===== src/rtl/bus_hub_pkg.sv =====
package bus_hub_pkg;
  localparam int CMD_W      = 4;
  localparam int CMD_MEM_WR = 0;
  localparam int CMD_MEM_RD = 1;
  localparam int CMD_IO_WR  = 2;
  localparam int CMD_IO_RD  = 3;

  typedef struct packed {
    logic memWe;
    logic memRe;
    logic ioWe;
    logic ioRe;
    logic useDma;
  } dpCtrl_t;
endpackage


===== src/rtl/bus_hub_ctrl.sv =====
module bus_hub_ctrl
  import bus_hub_pkg::*;
#(
  parameter int MEM_LAT = 1,
  parameter int IO_LAT  = 2
) (
  input  logic             clk,
  input  logic             rstN,
  input  logic             cpuReq,
  input  logic             dmaReq,
  input  logic [CMD_W-1:0] cpuCmd,
  input  logic [CMD_W-1:0] dmaCmd,
  input  logic             cpuHi,
  input  logic             dmaHi,
  output dpCtrl_t          dpCtl,
  output logic             cpuGnt,
  output logic             dmaGnt,
  output logic             busAck,
  output logic             busErr
);
  localparam int MAX_LAT = (MEM_LAT > IO_LAT) ? MEM_LAT : IO_LAT;
  localparam int CNT_W   = $clog2(MAX_LAT + 1);

  typedef enum logic [1:0] {ST_IDLE, ST_OWN, ST_WAIT, ST_ERR} state_t;

  state_t           stQ;
  logic             ownerQ;
  logic [CNT_W-1:0] cntQ;

  logic [CMD_W-1:0] cmdSel;
  logic             hiSel, reqSel, isMem, legal, fire;

  always_comb begin
    cmdSel = ownerQ ? dmaCmd : cpuCmd;
    hiSel  = ownerQ ? dmaHi  : cpuHi;
    reqSel = ownerQ ? dmaReq : cpuReq;
    isMem  = cmdSel[CMD_MEM_WR] | cmdSel[CMD_MEM_RD];
    legal  = isMem ? !hiSel : hiSel;
    fire   = (stQ == ST_OWN) && reqSel && $onehot(cmdSel);
    dpCtl.memWe  = fire && legal && cmdSel[CMD_MEM_WR];
    dpCtl.memRe  = fire && legal && cmdSel[CMD_MEM_RD];
    dpCtl.ioWe   = fire && legal && cmdSel[CMD_IO_WR];
    dpCtl.ioRe   = fire && legal && cmdSel[CMD_IO_RD];
    dpCtl.useDma = ownerQ;
  end

  always_ff @(posedge clk or negedge rstN) begin
    if (!rstN) begin
      stQ    <= ST_IDLE;
      ownerQ <= 1'b0;
      cntQ   <= '0;
    end else begin
      case (stQ)
        ST_IDLE: begin
          if (dmaReq) begin
            stQ    <= ST_OWN;
            ownerQ <= 1'b1;
          end else if (cpuReq) begin
            stQ    <= ST_OWN;
            ownerQ <= 1'b0;
          end
        end
        ST_OWN: begin
          if (!reqSel) begin
            stQ <= ST_IDLE;
          end else if (fire) begin
            if (legal) begin
              stQ  <= ST_WAIT;
              cntQ <= isMem ? CNT_W'(MEM_LAT) : CNT_W'(IO_LAT);
            end else begin
              stQ <= ST_ERR;
            end
          end
        end
        ST_WAIT: begin
          if (cntQ == CNT_W'(1)) stQ <= ST_IDLE;
          else cntQ <= cntQ - 1'b1;
        end
        default: stQ <= ST_IDLE;
      endcase
    end
  end

  assign busAck = (stQ == ST_WAIT) && (cntQ == CNT_W'(1));
  assign busErr = (stQ == ST_ERR);
  assign cpuGnt = (stQ != ST_IDLE) && !ownerQ;
  assign dmaGnt = (stQ != ST_IDLE) && ownerQ;
endmodule


===== src/rtl/bus_hub_dp.sv =====
module bus_hub_dp
  import bus_hub_pkg::*;
#(
  parameter int ADDR_W    = 8,
  parameter int DATA_W    = 8,
  parameter int NUM_PORTS = 4
) (
  input  logic              clk,
  input  logic              rstN,
  input  dpCtrl_t           dpCtl,
  input  logic [ADDR_W-1:0] cpuAddr,
  input  logic [ADDR_W-1:0] dmaAddr,
  input  logic [DATA_W-1:0] cpuWdata,
  input  logic [DATA_W-1:0] dmaWdata,
  output logic [DATA_W-1:0] busRdata
);
  localparam int MEM_AW    = ADDR_W - 1;
  localparam int MEM_WORDS = 2 ** MEM_AW;
  localparam int PORT_AW   = $clog2(NUM_PORTS);

  logic [ADDR_W-1:0]  addr;
  logic [DATA_W-1:0]  wdata;
  logic [MEM_AW-1:0]  memIdx;
  logic [PORT_AW-1:0] portIdx;
  logic [DATA_W-1:0]  memQ  [MEM_WORDS];
  logic [DATA_W-1:0]  portQ [NUM_PORTS];
  logic [NUM_PORTS-1:0] portWe;

  assign addr    = dpCtl.useDma ? dmaAddr  : cpuAddr;
  assign wdata   = dpCtl.useDma ? dmaWdata : cpuWdata;
  assign memIdx  = addr[MEM_AW-1:0];
  assign portIdx = addr[PORT_AW-1:0];

  for (genvar p = 0; p < NUM_PORTS; p++) begin : g_portWe
    assign portWe[p] = dpCtl.ioWe && (portIdx == PORT_AW'(p));
  end

  always_ff @(posedge clk) begin
    if (dpCtl.memWe) memQ[memIdx] <= wdata;
  end

  always_ff @(posedge clk or negedge rstN) begin
    if (!rstN) begin
      for (int p = 0; p < NUM_PORTS; p++) portQ[p] <= '0;
    end else begin
      for (int p = 0; p < NUM_PORTS; p++)
        if (portWe[p]) portQ[p] <= wdata;
    end
  end

  always_ff @(posedge clk or negedge rstN) begin
    if (!rstN)             busRdata <= '0;
    else if (dpCtl.memRe)  busRdata <= memQ[memIdx];
    else if (dpCtl.ioRe)   busRdata <= portQ[portIdx];
  end
endmodule


===== src/rtl/bus_hub_irq.sv =====
module bus_hub_irq (
  input  logic clk,
  input  logic rstN,
  input  logic ioIrqReq,
  input  logic cpuIntAck,
  output logic cpuIrq,
  output logic ioIntAck
);
  logic pendQ;

  always_ff @(posedge clk or negedge rstN) begin
    if (!rstN)          pendQ <= 1'b0;
    else if (ioIrqReq)  pendQ <= 1'b1;
    else if (cpuIntAck) pendQ <= 1'b0;
  end

  assign cpuIrq   = pendQ;
  assign ioIntAck = cpuIntAck && pendQ;
endmodule


===== src/rtl/bus_hub.sv =====
module bus_hub
  import bus_hub_pkg::*;
#(
  parameter int ADDR_W    = 8,
  parameter int DATA_W    = 8,
  parameter int NUM_PORTS = 4,
  parameter int MEM_LAT   = 1,
  parameter int IO_LAT    = 2
) (
  input  logic              clk,
  input  logic              rstN,
  input  logic              cpuReq,
  input  logic [CMD_W-1:0]  cpuCmd,
  input  logic [ADDR_W-1:0] cpuAddr,
  input  logic [DATA_W-1:0] cpuWdata,
  output logic              cpuGnt,
  input  logic              dmaReq,
  input  logic [CMD_W-1:0]  dmaCmd,
  input  logic [ADDR_W-1:0] dmaAddr,
  input  logic [DATA_W-1:0] dmaWdata,
  output logic              dmaGnt,
  output logic [DATA_W-1:0] busRdata,
  output logic              busAck,
  output logic              busErr,
  input  logic              ioIrqReq,
  output logic              cpuIrq,
  input  logic              cpuIntAck,
  output logic              ioIntAck
);
  dpCtrl_t dpCtl;

  bus_hub_ctrl #(.MEM_LAT(MEM_LAT), .IO_LAT(IO_LAT)) ctrl_i (
    .clk(clk), .rstN(rstN),
    .cpuReq(cpuReq), .dmaReq(dmaReq),
    .cpuCmd(cpuCmd), .dmaCmd(dmaCmd),
    .cpuHi(cpuAddr[ADDR_W-1]), .dmaHi(dmaAddr[ADDR_W-1]),
    .dpCtl(dpCtl),
    .cpuGnt(cpuGnt), .dmaGnt(dmaGnt),
    .busAck(busAck), .busErr(busErr)
  );

  bus_hub_dp #(.ADDR_W(ADDR_W), .DATA_W(DATA_W), .NUM_PORTS(NUM_PORTS)) dp_i (
    .clk(clk), .rstN(rstN), .dpCtl(dpCtl),
    .cpuAddr(cpuAddr), .dmaAddr(dmaAddr),
    .cpuWdata(cpuWdata), .dmaWdata(dmaWdata),
    .busRdata(busRdata)
  );

  bus_hub_irq irq_i (
    .clk(clk), .rstN(rstN),
    .ioIrqReq(ioIrqReq), .cpuIntAck(cpuIntAck),
    .cpuIrq(cpuIrq), .ioIntAck(ioIntAck)
  );
endmodule


===== config.mk =====
export PLATFORM = sky130hd
export DESIGN_NAME = bus_hub
export DESIGN_NICKNAME = d
export VERILOG_FILES = /design/src/rtl/bus_hub_pkg.sv /design/src/rtl/bus_hub_ctrl.sv /design/src/rtl/bus_hub_dp.sv /design/src/rtl/bus_hub_irq.sv /design/src/rtl/bus_hub.sv
export SDC_FILE = /design/constraint.sdc
export NUM_CORES = 1
export LEC_CHECK = 0
export ABC_AREA = 1
export BUFFER_PORTS_ARGS = -buffer_cell sky130_fd_sc_hd__buf_2
export CAP_MARGIN = 20
export CORE_ASPECT_RATIO = 1.1
export CORE_MARGIN = 4
export CORE_UTILIZATION = 47
export DETAILED_ROUTE_END_ITERATION = 6
export HOLD_SLACK_MARGIN = 0.08
export PLACE_DENSITY = 0.7
export SETUP_SLACK_MARGIN = 0.1
export SLEW_MARGIN = 15
export SYNTH_ARGS = -nofsm -noshare
export SYNTH_HDL_FRONTEND = slang
export SYNTH_SLANG_ARGS = --single-unit
export TNS_END_PERCENT = 20

===== constraint.sdc =====
create_clock -name clk -period 4 [get_ports clk]
set_input_delay 0.8 -clock clk [delete_from_list [all_inputs] [get_ports clk]]
set_output_delay 0.8 -clock clk [all_outputs]
set_load 0.01 [all_outputs]

# After elaboration in Yosys (flattened, before gate mapping)
# Memory sizes are Yosys's and may differ from the RTL's.
# Cells that the tools add are included.
# word_totals
word_cells	89
out_inout_bits	14
mem_count	1
ram_bits	1024
in_bits	46
register_bits	46
# memory_table
name	words	word_bits	rd	rd_ports_with_merged_regs	wr	line	source
dp_i.memQ	128	8	1	0	1	bus_hub_dp.sv:25	logic [DATA_W-1:0] memQ [MEM_WORDS];
# op_classes
n_mux	30
n_reduce_logical	27
add_sub_neg	4
magnitude_cmp	1
eq_ne	15
bitwise	2
# ops
operator	count
$mux W8	5
$mux W2	10
$bmux W8 S2	1
$logic_and A1 B1 Y1	15
$mux W1	10
$reduce_bool A2 Y1	5
$eq A2 B2 Y1 const B	4
$ne A2 B1 Y1 const B	4
$mux W7	1
$eq A2 B1 Y1 const B	3
$ne A3 B3 Y1 const B	2
$pmux W2 S3	1
$reduce_and A5 Y1	1
$add A1 B1 Y2	2
$logic_not A2 Y1	2
$mux W4	1
$pmux W2 S2	1
$add A3 B3 Y3	1
$eq A3 B1 Y1 const B	1
$ge A3 B3 Y1 const B	1
$not A2 Y3	1
$reduce_and A3 Y1	1
$logic_not A1 Y1	2
$ne A2 B2 Y1 const B	1
other kinds (3)	3

# Depth between registers and ports, before layout
# Gate-level depths: netlist (run 1).
# logic_depth
ltp_word	9
ltp_mapped	20
mapped_depth_nobuf	16

# Modules after synthesis
# A second synthesis (run 1) with hierarchy kept.
# unflattened
hier_cells	4013
area_unflattened_um2	44397.6
# modules_own_cells
mod	area_each_um2	n_inst	cells_each	seq_area_each_um2
bus_hub_dp	43764.5	1	3920	31750.5
bus_hub_ctrl	585.6	1	86	125.1
bus_hub_irq	47.5	1	7	25.0

# Worst setup path before layout (run 1)
# OpenSTA, ideal clock, no wires.
# synth_timing
kind	in2reg
from	in dmaCmd[1]
to	mem dp_i.memQ[61][0], enable pin
t_arrival_ps	3526
cell_stages	15
setup_time_ps	370
required_time_ps	3630
setup_slack_ps	103
n_path_buf	1
cell_sequence	or2_2 > o21ai_1 > ha_1 > ha_1 > fa_1 > nor2_1 > nand2_1 > nor2_1 > nand2_1 > inv_2 > nand2_1 > nor2_1 > nand2_1 > buf_2 > nor2_1
# synth_via
elab_chain_cells	9
word_cells_on_any_way	11
cone_classes	add/sub: 2; eq/ne: 1; mux: 4; bitwise: 1; reduce/logical: 3
# synth_lines
element	line	source
start: declaration	bus_hub.sv:18	input logic [CMD_W-1:0] dmaCmd,
$mux W4 *	bus_hub_ctrl.sv:34	cmdSel = ownerQ ? dmaCmd : cpuCmd;
$add A1 B1 Y2 (not written as such)	bus_hub_ctrl.sv:39	fire = (stQ == ST_OWN) && reqSel && $onehot(cmdSel);
$add A3 B3 Y3 (not written as such)	bus_hub_ctrl.sv:39	
$eq A3 B1 Y1	bus_hub_ctrl.sv:39	
$logic_and A1 B1 Y1	bus_hub_ctrl.sv:39	
$logic_and A1 B1 Y1 * (2 in a row)	bus_hub_ctrl.sv:40	dpCtl.memWe = fire && legal && cmdSel[CMD_MEM_WR];
$mux W1 *	bus_hub_dp.sv:39	if (dpCtl.memWe) memQ[memIdx] <= wdata;
$mux W1 (not written as such) *	bus_hub_dp.sv:39	
end: declaration	bus_hub_dp.sv:25	
# Mark *: on every way between the ends. The rest lies on a longest branch, timed or not.

# Worst setup path in the final report (run 1)
# layout_timing
from	reg ctrl_i.ownerQ
to	mem dp_i.memQ[59][1], enable pin
# layout_via
elab_chain_cells	9
word_cells_on_any_way	17
cone_classes	add/sub: 3; eq/ne: 1; mux: 7; bitwise: 1; reduce/logical: 5
# layout_lines
element	line	source
start: declaration	bus_hub_ctrl.sv:27	logic ownerQ;
start signal: assignment	bus_hub_ctrl.sv:50	ownerQ <= 1'b0;
start signal: assignment	bus_hub_ctrl.sv:57	ownerQ <= 1'b1;
start signal: assignment	bus_hub_ctrl.sv:60	ownerQ <= 1'b0;
$mux W4	bus_hub_ctrl.sv:34	
$add A1 B1 Y2 (not written as such)	bus_hub_ctrl.sv:39	
$add A3 B3 Y3 (not written as such)	bus_hub_ctrl.sv:39	
$eq A3 B1 Y1	bus_hub_ctrl.sv:39	
$logic_and A1 B1 Y1	bus_hub_ctrl.sv:39	
$logic_and A1 B1 Y1 (2 in a row)	bus_hub_ctrl.sv:40	
$mux W1	bus_hub_dp.sv:39	
$mux W1 (not written as such)	bus_hub_dp.sv:39	
# Parallel ways exist; a longest one is shown, timed or not.

==> impl_metrics.toml, run 1 <==
[outcome]
status = "complete, but fails checks"
violations = "design-rule violations"

[timing]
fin_skew_ns = 0.0251
final-setup-viol-count = 0
rsz0062_at_grt = "false"
drv_slew = 0
holdWs_ns = 0.153
final-hold-violation-count = 0
relSlewSlack = 0.289
min_period_over_period = 0.896
period_needed_ns = 3.59
tightestPinTransition_ns = 1.06
max_clock_freq_mhz = 279
setup_tns_ns = 0

[drt]
drcViolationCount = 4
ant_nets = 0
viasPerCell = 5.49
vias = 31300
first_pass_iters = 7
drt-initial-drc-count = 3657
totalWireLength_mm = 119
wire_per_inst_um = 20.9

[pwr]
p_leak_nw = 20.0
power_density_nw_per_um2 = 633
vdd_drop_max_uv = 421
power_mw = 32.5

[clock_tree]
h-tree-depth = 3
cts_sinks = 1070
hold_buffers = 0
clock-root-buffer = "clkbuf_16"
clkLatencyLatePin_ns = 0.67
cts_tree = "done"
cts_made_buffers = 103
path_clk_slew_ns = 0.06
clk_path_buf_depth = 3

[floorplan]
start_util = 0.475
num_io_pins = 60
die-area_um2 = 100000
row_count = 118
fp.dieW_um = 303
core-area_um2 = 94300
die_y_um = 332

[critical_path]
worstRegToRegCells = 17
startpoint_type = "flip-flop"
critPathLaunch = "ctrl_i.ownerQ"
worst-path-max-fanout = 8
worstPathRequired_ns = 4.37
crit_path_end_kind = "flip-flop"
arrival_ns = 3.96
r2r_start = "ctrl_i.ownerQ"
worst-setup-path-type = "flip-flop to flip-flop"

[finish]
drive_gt1_frac = 0.112
final_nets = 4419
area_delta_synth_final_pct = 14.5
nFillCells = 7807
final_area_um2 = 51400
final_cells = 5710

[logic_synthesis]
ys_ff_latch = 1070
yosysSeqAreaShare = 0.711
synth.most_common_cell = "nand2_1"
syn_inst = 4174
synthTopCellsByCount = "nand2_1 (1996), edfxtp_1 (1024), nand3_1 (421)"
ys.flop_type = "edfxtp_1"
yosys-top-cells-area = "edfxtp_1 (69%), nand2_1 (17%), nand3_1 (4.7%)"
yosysTopAreaCellShare = 0.686
syn_nets = 4230
async_flop_share = 0.0430
synth_edf_count = 1024
synth_warnings = 0
synth_area_per_cell_um2 = 10.7
yosys.area.top_type = "edfxtp_1"
synth_cell_types = 37
synthesis.area_um2 = 44800

[grt]
grt_max_degree = 137
grt_usage = 0.235
overflow = 0
grt_pass1_wl_mm = 180
antenna_found_initial = 2
first_global_vias = 30600

[placement]
numPlacedInstances = 5516
post_dp_cell_area_um2 = 48100
gp_congestion = 0.912
dp_hpwl_mm = 73.5
port_buffers = 59

[flow_run]
maxCapViolations = 0

[worst_hold_path]
hold_path_class = "input port to asynchronous set/reset pin"
## metrics by stage
step | worst slack [ns] | utilization
after CTS | 0.306 | 0.544
final | 0.414 | 0.544
after global placement | -0.0938 | 0.510
after global routing | 0.130 | 0.544
after floorplan | 0.103 | -
after detailed placement | -0.0421 | 0.510
## placed cells by master (no fill, tap or decap), types with 42 or more instances in the layout
| cell type | count |
|---|---|
| clkbuf_16 | 104 |
| nor2_1 | 223 |
| buf_2 | 58 |
| nand3_1 | 421 |
| nand2_1 | 1987 |
| buf_4 | 221 |
| nand4_1 | 62 |
| inv_1 | 42 |
| edfxtp_1 | 1024 |
| dfrtp_1 | 45 |
## critical path: stages (launching register included)
cell	delay, ns
dfrtp_2	0.43
inv_4	0.06
or2_2	0.26
o21ai_0	0.11
ha_1	0.28
ha_1	0.22
fa_1	0.47
nor2_1	0.11
nand2_1	0.07
nor2_1	0.10
nand2_1	0.08
inv_2	0.07
nand2_1	0.11
nor2_2	0.20
nand2_1	0.12
buf_4	0.25
nor2_1	0.16
buf_4	0.19
## what timing repair did
item,4_1_cts,5_1_grt
setup endpoints to repair,0,530
setup buffers,0,2
resized for setup,0,1
## final timing paths
check / to / slack, ns
worst max-delay path: dp_i.memQ[59][1] / 0.41
worst min-delay path: dp_i.portQ[28] / 0.15
worst max register to register: dp_i.memQ[59][1] / 0.41
worst min register to register: dp_i.busRdata[1] / 0.50
max in group asynchronous: ctrl_i.ownerQ / 3.41
min in group clk: irq_i.cpuIrq / 0.34
## sequential cells by signal (all words and copies together) (netlist names)
signal,cells
dp_i.memQ,1024
dp_i.portQ,32
dp_i.busRdata,8
ctrl_i.cntQ,2
ctrl_i.stQ,2
ctrl_i.ownerQ,1
irq_i.cpuIrq,1
## final cells by class
type | count | area [um2] | share of cell area
tap | 1260 | 1580 | 0.0307
inverter | 48 | 185 | 0.00361
multi-input combinational | 2828 | 11800 | 0.230
clock inverter | 52 | 495 | 0.00965
clock buffer | 139 | 2760 | 0.0538
antenna | 1 | 2.50 | 0.0000487
timing repair buffer | 312 | 2610 | 0.0508
sequential | 1070 | 31900 | 0.621
## power breakdown
group | internal (mW) | total (mW) | switching (mW)
Clock | 5.31 | 9.35 | 4.04
Combinational | 2.42 | 9.62 | 7.20
Sequential | 13.4 | 13.5 | 0.0978
## metal layers
| metal | part of all wire | up-vias | track usage |
|---|---|---|---|
| met5 | 0.000059 | - | 0 |
| met3 | 0.097 | 258 | 0.0401 |
| met2 | 0.48 | 1627 | 0.387 |
| met1 | 0.39 | 14900 | 0.317 |
| li1 | - | 14500 | - |
| met4 | 0.034 | 2 | 0.0825 |
## logic make-up after synthesis
| family | Yosys count | share of synthesized area |
|---|---|---|
| AND/OR/NAND/NOR | 2728 | 0.246 |
| XOR/XNOR | 1 | 0.000195 |
| adder cells (fa/ha/maj) | 10 | 0.00296 |
| flip-flops | 1070 | 0.711 |
| buffers and inverters | 276 | 0.0275 |
| AO/OA/AOI/OAI | 88 | 0.0120 |
| multiplexers | 1 | 0.000251 |
(Power assumes the default switching activity.)
==> run 2, diff against run 1 <==
- CORE_UTILIZATION: 47 -> 53
- PLACE_DENSITY: 0.7 -> 0.76
- SKIP_CTS_REPAIR_TIMING: default -> 1
==> impl_metrics.toml, run 2 (synthesized netlist as in run 1, its figures left out) <==
[outcome]
status = "completed"

[pwr]
power_density_nw_per_um2 = 641
vdd_drop_max_uv = 552
power_mw = 32.9
p_leak_nw = 20.1

[critical_path]
worstRegToRegCells = 18
arrival_ns = 4.08
worstPathRequired_ns = 4.37
timing.rr.end = "dp_i.memQ[98][1]"
crit_chain = "inv_4 -> buf_6 -> nand2_1 -> nand2_1 -> ha_1 -> ha_1 -> fa_1 -> nor2_1 -> nand2_1 -> nor2_1 -> nand2_1 -> inv_2 -> nand2_1 -> nor2_2 -> nand2_1 -> buf_4 -> nor2_1 -> buf_4"
r2r_start = "ctrl_i.ownerQ"
crit_family = "simple AND/OR/NAND/NOR gates"
critPathMostFrequentCell = "nand2_1"
crit_slowest_cell = "fa_1"
reg2reg_slack_ns = 0.29
startpoint_type = "flip-flop"
crit_path_end_kind = "flip-flop"
worst-path-max-fanout = 15
slowest_delay_ns = 0.48
critPathBufInv = 5
worst-setup-path-type = "flip-flop to flip-flop"

[drt]
drcViolationCount = 0
wire_per_inst_um = 21.6
totalWireLength_mm = 121
drt-initial-drc-count = 4042
vias = 31800
first_pass_iters = 6
ant_nets = 0
viasPerCell = 5.69

[floorplan]
num_io_pins = 60
die_y_um = 313
fp.dieW_um = 285
row_count = 111
core-area_um2 = 83600
start_util = 0.536
die-area_um2 = 89300

[timing]
final-setup-viol-count = 0
fin_skew_ns = 0.0310
holdWs_ns = 0.144
rsz0062_at_grt = "false"
drv_slew = 0
period_needed_ns = 3.71
min_period_over_period = 0.927
final-hold-violation-count = 0
relSlewSlack = 0.252
worst_slack_ns = 0.291
tightestPinTransition_ns = 1.12
max_clock_freq_mhz = 270

[placement]
gp_congestion = 0.938
numPlacedInstances = 5387
pre_cts_slack_ns = -0.269
port_buffers = 59
dp_hpwl_mm = 73.4

[clock_tree]
cts_made_buffers = 103
clkLatencyLatePin_ns = 0.69
cts_tree = "done"
clock-root-buffer = "clkbuf_16"
clk_path_buf_depth = 3
cts_sinks = 1070
h-tree-depth = 3
path_clk_slew_ns = 0.06

[flow_run]
maxCapViolations = 0

[grt]
grt_usage = 0.266
grt_max_degree = 131
grt_pass1_wl_mm = 181
first_global_vias = 31000
overflow = 0
antenna_found_initial = 1

[worst_hold_path]
hold_path_class = "input port to asynchronous set/reset pin"

[finish]
top_register = "dp_i.memQ"
final_common_cell = "nand2_1"
layout.area.seq_um2 = 31900
largest_reg_flops = 1024
multi_input_area_um2 = 11800
final_cell_mix = "nand2_1 (1987), edfxtp_1 (1024), nand3_1 (421), nor2_1 (223), buf_4 (213)"
fin_util = 0.615
final_cells = 5588
reg_top3 = "dp_i.memQ x1024, dp_i.portQ x32, dp_i.busRdata x8"
final_nets = 4420
nFillCells = 6476
area_delta_synth_final_pct = 14.6
drive_gt1_frac = 0.113
[run 2: through the flow]
stage / cell area, um2 / setup TNS [ns]
3_3_place_gp: 48000 / -63.03
2_1_floorplan: 44800 / 0
5_1_grt: 51400 / 0
4_1_cts: 51300 / 0
3_5_place_dp: 48000 / -93.73
6_report: 51400 / 0
[run 2: layer usage]
metal / vias to the layer above / part of all wire / wire, um / track usage
met5: - / 0 / 0 / 0
met4: 0 / 0.044 / 5270 / 0.112
met3: 333 / 0.11 / 12900 / 0.0504
met2: 1915 / 0.47 / 57300 / 0.435
met1: 15100 / 0.38 / 45400 / 0.353
li1: 14500 / - / - / -
[run 2: worst max path at each step]
stage,start,endpoint,depth (start not counted)
floorplan,dmaCmd[1],dp_i.memQ[61][0],15
global placement,dmaCmd[0],dp_i.memQ[44][5],17
detailed placement,dmaCmd[0],dp_i.memQ[124][2],17
CTS,ctrl_i.ownerQ,dp_i.memQ[124][6],18
global route,ctrl_i.ownerQ,dp_i.memQ[106][4],16
finish,ctrl_i.ownerQ,dp_i.memQ[98][1],18
[run 2: power by group]
part           internal [mW]  switching (mW)  leakage, nW
clock network           5.42            4.14         1.62
registers               13.4          0.0819         9.77
logic                   2.53            7.31         8.67
[run 2: final cells by class]
type	instances	share of cell area
multi-input combinational	2828	0.230
tap	1130	0.0275
sequential	1070	0.621
inverter	48	0.00360
clock inverter	69	0.0117
clock buffer	127	0.0529
timing repair buffer	313	0.0528
antenna	3	0.000146
[run 2: worst register-to-register path, delay by kind of cell, from the launching register on]
kind | cells | cell delay [ns]
and+or+nand+nor | 10 | 1.28
DFF | 1 | 0.43
buffers and inverters | 5 | 0.78
adders and majority gates | 3 | 0.93
